[src/rtl/prc_pkg.sv]
// Shared definitions for the playback rate controller.
// Assumes: the two-bit speed field encoding below is fixed by the host software.
package prc_pkg;
    typedef enum logic [1:0] {
        PM_PAUSE  = 2'b00,
        PM_NORMAL = 2'b01,
        PM_FAST   = 2'b10,
        PM_SLOW   = 2'b11
    } play_mode_e;
endpackage

[src/rtl/prc_mode_reg.sv]
// Speed field register. Holds the host-visible play mode and clears a
// one-shot fast/slow setting back to normal when the hardware asks.
// Assumes: a host write in the same cycle as a revert request takes priority.
module prc_mode_reg
    import prc_pkg::*;
(
    input  logic       clk,
    input  logic       rst_n,
    input  logic       host_wr,
    input  play_mode_e host_mode,
    input  logic       revert,
    output play_mode_e mode_q
);

    // Field update: reset to normal, host write first, then hardware revert.
    always_ff @(posedge clk) begin
        if (!rst_n) begin
            mode_q <= PM_NORMAL;
        end else if (host_wr) begin
            mode_q <= host_mode;
        end else if (revert) begin
            mode_q <= PM_NORMAL;
        end
    end

endmodule

[src/rtl/prc_frame_seq.sv]
// Frame position tracker. Counts accepted samples within a frame and the
// phase within each group, latches the mode that governs the frame, and
// decides per sample whether it is dropped, repeated, first or last.
// Assumes: accept is only raised when the sample is really taken;
// in_start forces frame position zero.
module prc_frame_seq
    import prc_pkg::*;
#(
    parameter int FRAME_LEN = 1152,
    parameter int GROUP     = 12
) (
    input  logic       clk,
    input  logic       rst_n,
    input  logic       accept,
    input  logic       in_start,
    input  play_mode_e mode_q,
    output play_mode_e eff_mode,
    output logic       first_o,
    output logic       last_o,
    output logic       drop_o,
    output logic       rep_o
);

    localparam int CNT_W = (FRAME_LEN > 1) ? $clog2(FRAME_LEN) : 1;
    localparam int PH_W  = (GROUP > 1) ? $clog2(GROUP) : 1;
    localparam logic [CNT_W-1:0] LAST_IDX = CNT_W'(FRAME_LEN - 1);
    localparam logic [PH_W-1:0]  PH_LAST  = PH_W'(GROUP - 1);

    logic [CNT_W-1:0] cnt_q;
    logic [CNT_W-1:0] idx;
    logic [PH_W-1:0]  ph_q;
    logic [PH_W-1:0]  ph;
    play_mode_e       fmode_q;
    logic             group_end;

    // Position of the offered sample and its per-sample decisions.
    always_comb begin
        idx       = in_start ? '0 : cnt_q;
        first_o   = (idx == '0);
        ph        = first_o ? '0 : ph_q;
        eff_mode  = first_o ? mode_q : fmode_q;
        group_end = (ph == PH_LAST);
        last_o    = (idx == LAST_IDX);
        drop_o    = (eff_mode == PM_FAST) && group_end;
        rep_o     = (eff_mode == PM_SLOW) && group_end;
    end

    // Advance position and phase on each accepted sample; latch frame mode at position zero.
    always_ff @(posedge clk) begin
        if (!rst_n) begin
            cnt_q   <= '0;
            ph_q    <= '0;
            fmode_q <= PM_NORMAL;
        end else if (accept) begin
            cnt_q <= last_o ? '0 : idx + 1'b1;
            ph_q  <= group_end ? '0 : ph + 1'b1;
            if (first_o) begin
                fmode_q <= mode_q;
            end
        end
    end

endmodule

[src/rtl/prc_out_stage.sv]
// One-entry output register with a repeat flag. Loads a sample, and when
// asked to repeat it keeps the sample valid for a second handshake.
// Freezes completely while hold is high.
// Assumes: load is only raised when can_take is high.
module prc_out_stage #(
    parameter int DATA_W = 16
) (
    input  logic              clk,
    input  logic              rst_n,
    input  logic              hold,
    input  logic              load,
    input  logic              rep_in,
    input  logic              start_in,
    input  logic [DATA_W-1:0] data_in,
    input  logic              out_ready,
    output logic              out_valid,
    output logic [DATA_W-1:0] out_data,
    output logic              out_start,
    output logic              can_take
);

    logic vld_q;
    logic rep_q;
    logic fire;

    // Handshake view of the register, masked while held.
    always_comb begin
        out_valid = vld_q && !hold;
        fire      = out_valid && out_ready;
        can_take  = !hold && !rep_q && (!vld_q || out_ready);
    end

    // Register update: repeat pass, new load, or emptying after a handshake.
    always_ff @(posedge clk) begin
        if (!rst_n) begin
            vld_q     <= 1'b0;
            rep_q     <= 1'b0;
            out_data  <= '0;
            out_start <= 1'b0;
        end else if (!hold) begin
            if (rep_q && fire) begin
                rep_q     <= 1'b0;
                out_start <= 1'b0;
            end else if (load) begin
                vld_q     <= 1'b1;
                rep_q     <= rep_in;
                out_data  <= data_in;
                out_start <= start_in;
            end else if (fire) begin
                vld_q <= 1'b0;
            end
        end
    end

endmodule

[src/rtl/play_rate_ctrl.sv]
// Playback rate controller top. Passes PCM samples from a frame decoder
// to the output filter, dropping or repeating one sample per group of
// twelve in fast or slow frames, and stalling everything in pause.
// Assumes: fast/slow/normal writes apply at the next frame start; pause is immediate.
module play_rate_ctrl
    import prc_pkg::*;
#(
    parameter int DATA_W    = 16,
    parameter int FRAME_LEN = 1152,
    parameter int GROUP     = 12
) (
    input  logic              clk,
    input  logic              rst_n,
    input  logic              host_wr,
    input  logic [1:0]        host_mode,
    output logic [1:0]        mode_rd,
    output logic              parse_req,
    input  logic              in_valid,
    output logic              in_ready,
    input  logic [DATA_W-1:0] in_data,
    input  logic              in_start,
    output logic              out_valid,
    input  logic              out_ready,
    output logic [DATA_W-1:0] out_data,
    output logic              out_start
);

    play_mode_e mode_q;
    play_mode_e eff_mode;
    logic       paused;
    logic       accept;
    logic       first;
    logic       last;
    logic       drop;
    logic       rep;
    logic       end_fire;
    logic       revert;
    logic       can_take;

    // Glue: pause detection, accept, frame end and revert request.
    always_comb begin
        paused    = (mode_q == PM_PAUSE);
        accept    = in_valid && can_take;
        end_fire  = accept && last;
        revert    = end_fire && ((eff_mode == PM_FAST) || (eff_mode == PM_SLOW));
        in_ready  = can_take;
        parse_req = !paused;
        mode_rd   = mode_q;
    end

    prc_mode_reg u_mode (
        .clk      (clk),
        .rst_n    (rst_n),
        .host_wr  (host_wr),
        .host_mode(play_mode_e'(host_mode)),
        .revert   (revert),
        .mode_q   (mode_q)
    );

    prc_frame_seq #(
        .FRAME_LEN(FRAME_LEN),
        .GROUP    (GROUP)
    ) u_seq (
        .clk     (clk),
        .rst_n   (rst_n),
        .accept  (accept),
        .in_start(in_start),
        .mode_q  (mode_q),
        .eff_mode(eff_mode),
        .first_o (first),
        .last_o  (last),
        .drop_o  (drop),
        .rep_o   (rep)
    );

    prc_out_stage #(
        .DATA_W(DATA_W)
    ) u_out (
        .clk      (clk),
        .rst_n    (rst_n),
        .hold     (paused),
        .load     (accept && !drop),
        .rep_in   (rep),
        .start_in (first),
        .data_in  (in_data),
        .out_ready(out_ready),
        .out_valid(out_valid),
        .out_data (out_data),
        .out_start(out_start),
        .can_take (can_take)
    );

endmodule

[config.mk]
export PLATFORM = sky130hd
export DESIGN_NAME = play_rate_ctrl
export DESIGN_NICKNAME = d
export VERILOG_FILES = /design/src/rtl/prc_pkg.sv /design/src/rtl/prc_mode_reg.sv /design/src/rtl/prc_frame_seq.sv /design/src/rtl/prc_out_stage.sv /design/src/rtl/play_rate_ctrl.sv
export SDC_FILE = /design/constraint.sdc
export NUM_CORES = 1
export LEC_CHECK = 0
export ABC_AREA = 1
export BUFFER_PORTS_ARGS = -buffer_cell sky130_fd_sc_hd__buf_2
export CAP_MARGIN = 15
export CORE_MARGIN = 2
export CORE_UTILIZATION = 47
export CTS_CLUSTER_SIZE = 30
export DETAILED_ROUTE_END_ITERATION = 12
export PLACE_DENSITY = 0.8
export SLEW_MARGIN = 20
export SYNTH_ARGS = -nofsm -noshare
export SYNTH_HDL_FRONTEND = slang
export SYNTH_SLANG_ARGS = --single-unit
[constraint.sdc]
create_clock -name clk -period 2.2 [get_ports clk]
set_input_delay 0.33 -clock clk [delete_from_list [all_inputs] [get_ports clk]]
set_output_delay 0.33 -clock clk [all_outputs]
set_load 0.05 [all_outputs]
==> impl_metrics.yaml <==
sta:
  slew_violations: 0
  setup_ws_ns: 0.123
  setup_viol: 0
  fin_skew_ns: 0.00496
  worst_hold_slack_ns: 0.253
  setup_tns_ns: 0
  finalCritPeriodShare_pct: 94.4
  clock.fmax_ghz: 0.481
  finalHoldViolations: 0
  max_slew_margin_pct: 64.8
  tightest_slew_ns: 0.527
  layout_min_cycle_time_ns: 2.08
layout:
  layout-drive-gt1-share_pct: 32.4
  synthToLayoutAreaGrowth_pct: 29.4
  seqCellArea_um2: 769
  design_area_mm2: 0.00241
  final_core_util_pct: 64.4
  fin_nets: 354
  multi_input_area_mm2: 0.00103
  num_antenna_cells: 0
  n_fill_cell: 339
  final_cells: 375
clock_tree:
  cts_tree: "yes"
  ctsHoldBuffers: 0
  clockBufferDepth: 2
  insertion_delay_ns: 0.30
  cts_root_buffer: "clkbuf_8"
  numCtsBuffers: 5
  cts_max_level: 2
  cts.sinks: 38
  clk_pin_slew_worst_paths_ns: 0.07
min_path:
  holdCritPathClass: "in -> reg"
  holdPathEnd: "u_mode.mode_q[0]"
  min_path_cells: 3
  hold_path.startpoint: "host_mode[0]"
synthesis:
  syn_inst: 263
  yosys-top-cells-count: "52 x nand2_1, 39 x nor2_1, 38 x dfxtp_1, 25 x o21ai_0, 22 x inv_1"
  netlist.area_leader.share_pct: 40.8
  syn_avg_cell_area_um2: 7.09
  ys_types: 29
  netlist_area_mm2: 0.00186
  synth_nets: 290
  synth_top_cell_by_area: "dfxtp_1"
  ys_seq_area_share_pct: 40.8
  ys_ff_latch: 38
  synth_edf_count: 0
  synth_most_common_cell: "nand2_1"
  ys_async_sr_fraction_pct: 0
  yosysWarnings: 0
  synth.area.top_cells: "dfxtp_1 41%, nand2_1 10%, nor2_1 7.9%"
  synthFlopType: "dfxtp_1"
pwr:
  ir_drop_uv: 538
  total_power_mw: 1.63
  p_leak_nw: 1.10
  clockPowerShare_pct: 28.0
  seqPwrFrac_pct: 46.4
  switching_share_pct: 35.1
  p_sw_mw: 0.573
  comb_power_share_pct: 25.7
  power.internal_mw: 1.06
  powerDensity_mw_per_mm2: 678
status:
  status: "finished clean"
setup_path:
  crit_path_cell_trace: "inv_1 -> nor2_2 -> inv_2 -> ha_1 -> inv_1 -> nor2_1 -> nand3_2 -> inv_2 -> nor2_4 -> ha_4 -> nand4_1 -> nand2_4 -> nand2_4 -> nand2_1 -> a21oi_1"
  reg2reg_depth: 15
  cpPeakStageDelay_ns: 0.33
  crit_arrival_ns: 2.24
  r2r_start: "u_seq.cnt_q[0]"
  worstPathRequired_ns: 2.36
  end_kind: "flop"
  rrSetupSlack_ns: 0.12
  critPathKind: "reg -> reg"
  critPathMaxFanout: 10
  cp_num_buf_inv: 4
  worst_path_dominant_cell_family: "simple AND/OR/NAND/NOR gates"
  crit_slowest_cell: "dfxtp_2"
  r2r_end: "u_out.out_start"
  startpoint_type: "flop"
  cp-startpoint: "u_seq.cnt_q[0]"
floorplan:
  dieArea_mm2: 0.00449
  die_x_um: 67.0
  start_util_pct: 49.8
  rows: 22
  coreArea_mm2: 0.00374
  die_y_um: 67.0
  io-pin-count: 46
global_route:
  overflow: 0
  track_usage_pct: 20.1
  grt_pass1_wl_mm: 6.89
  grt_pass1_vias: 1597
  grt_max_degree: 24
  antenna_found_initial: 0
route:
  drc: 0
  wl_per_cell_um: 11.5
  ant_nets: 0
  vias: 1861
  wl_mm: 4.32
  dr.pass1.iters: 4
  drt_iter0_drc: 95
  vias_per_cell: 4.96
place:
  io_buffers: 45
  gp_congestion: 0.847
  dp_cells: 361
  place_area_mm2: 0.00221
  dp_hpwl_mm: 2.91
  dp_worst_setup_slack_ns: -0.0914
job:
  drv_cap: 0
[worst min-delay path: cells and delay by family]
kind | cells | cell delay (ns)
AOI/OAI and AO/OA | 1 | 0.07
buffers and inverters | 1 | 0.08
and+or+nand+nor | 1 | 0.05
[power by group through the flow]
| stage | Sequential (mW) | Combinational, mW | Clock [mW] |
|---|---|---|---|
| after CTS | 0.756 | 0.383 | 0.464 |
| after global routing | 0.762 | 0.455 | 0.489 |
| final | 0.758 | 0.420 | 0.457 |
| after detailed placement | 0.771 | 0.378 | 0 |
| after global placement | 0.771 | 0.375 | 0 |
| after floorplan | 0.890 | 0.168 | 0 |
[worst max path at each step]
stage                         end  slack [ns]  cells past startpoint
6_report          u_out.out_start        0.12                     15
3_3_place_gp   u_out.out_data[10]        0.03                     16
4_1_cts        u_out.out_data[15]        0.01                     15
3_5_place_dp    u_out.out_data[3]       -0.09                     16
5_1_grt           u_out.out_start       -0.02                     15
2_1_floorplan  u_out.out_data[10]        0.07                     18
[cell type report]
class | instances | share of cell area, %
clock buffer | 5 | 2.85
clock inverter | 2 | 0.415
inverter | 25 | 4.20
multi-input combinational | 193 | 42.7
sequential | 38 | 31.9
tap | 48 | 2.49
timing repair buffer | 63 | 15.1
timing repair inverter | 1 | 0.363
[timing repair]
action	in CTS	in global routing
endpoints found under the setup margin	3	21
pin swaps	0	7
buffers inserted	0	4
gates resized for setup	1	28
gates cloned	1	2
hold endpoints to repair	0	0
[cell families after synthesis]
group	Yosys count	synth area share, %
AOI/OAI and AO/OA	49	13.8
xor gates and xnor gates	7	3.29
adders and majority gates	3	2.01
buffers and inverters	34	8.59
DFF	38	40.8
and+or+nand+nor	132	31.5
[registers in the layout, summed over array words and instances, names as in the netlist]
name,flops
u_seq.cnt_q,11
u_out.out_data,16
u_out.rep_q,1
u_seq.ph_q,4
u_out.vld_q,1
u_mode.mode_q,2
u_out.out_start,1
u_seq.fmode_q,2
[routing by layer]
metal	GRT usage, %	routed length (µm)	vias to the layer above
met1	26.7	2060	827
li1	-	-	982
met2	31.0	1940	46
met4	6.12	55	0
met3	6.25	266	6
met5	0	0	-
[placed cells by master, fill, tap and decap left out, drive strengths merged, types with 5 or more instances in the layout]
cell type,n
buf,63
nand2,58
nor2,50
dfxtp,38
inv,26
o21ai,25
a21oi,19
nand3,14
nand4,6
clkbuf,5
Power figures use the tool's default switching activity.
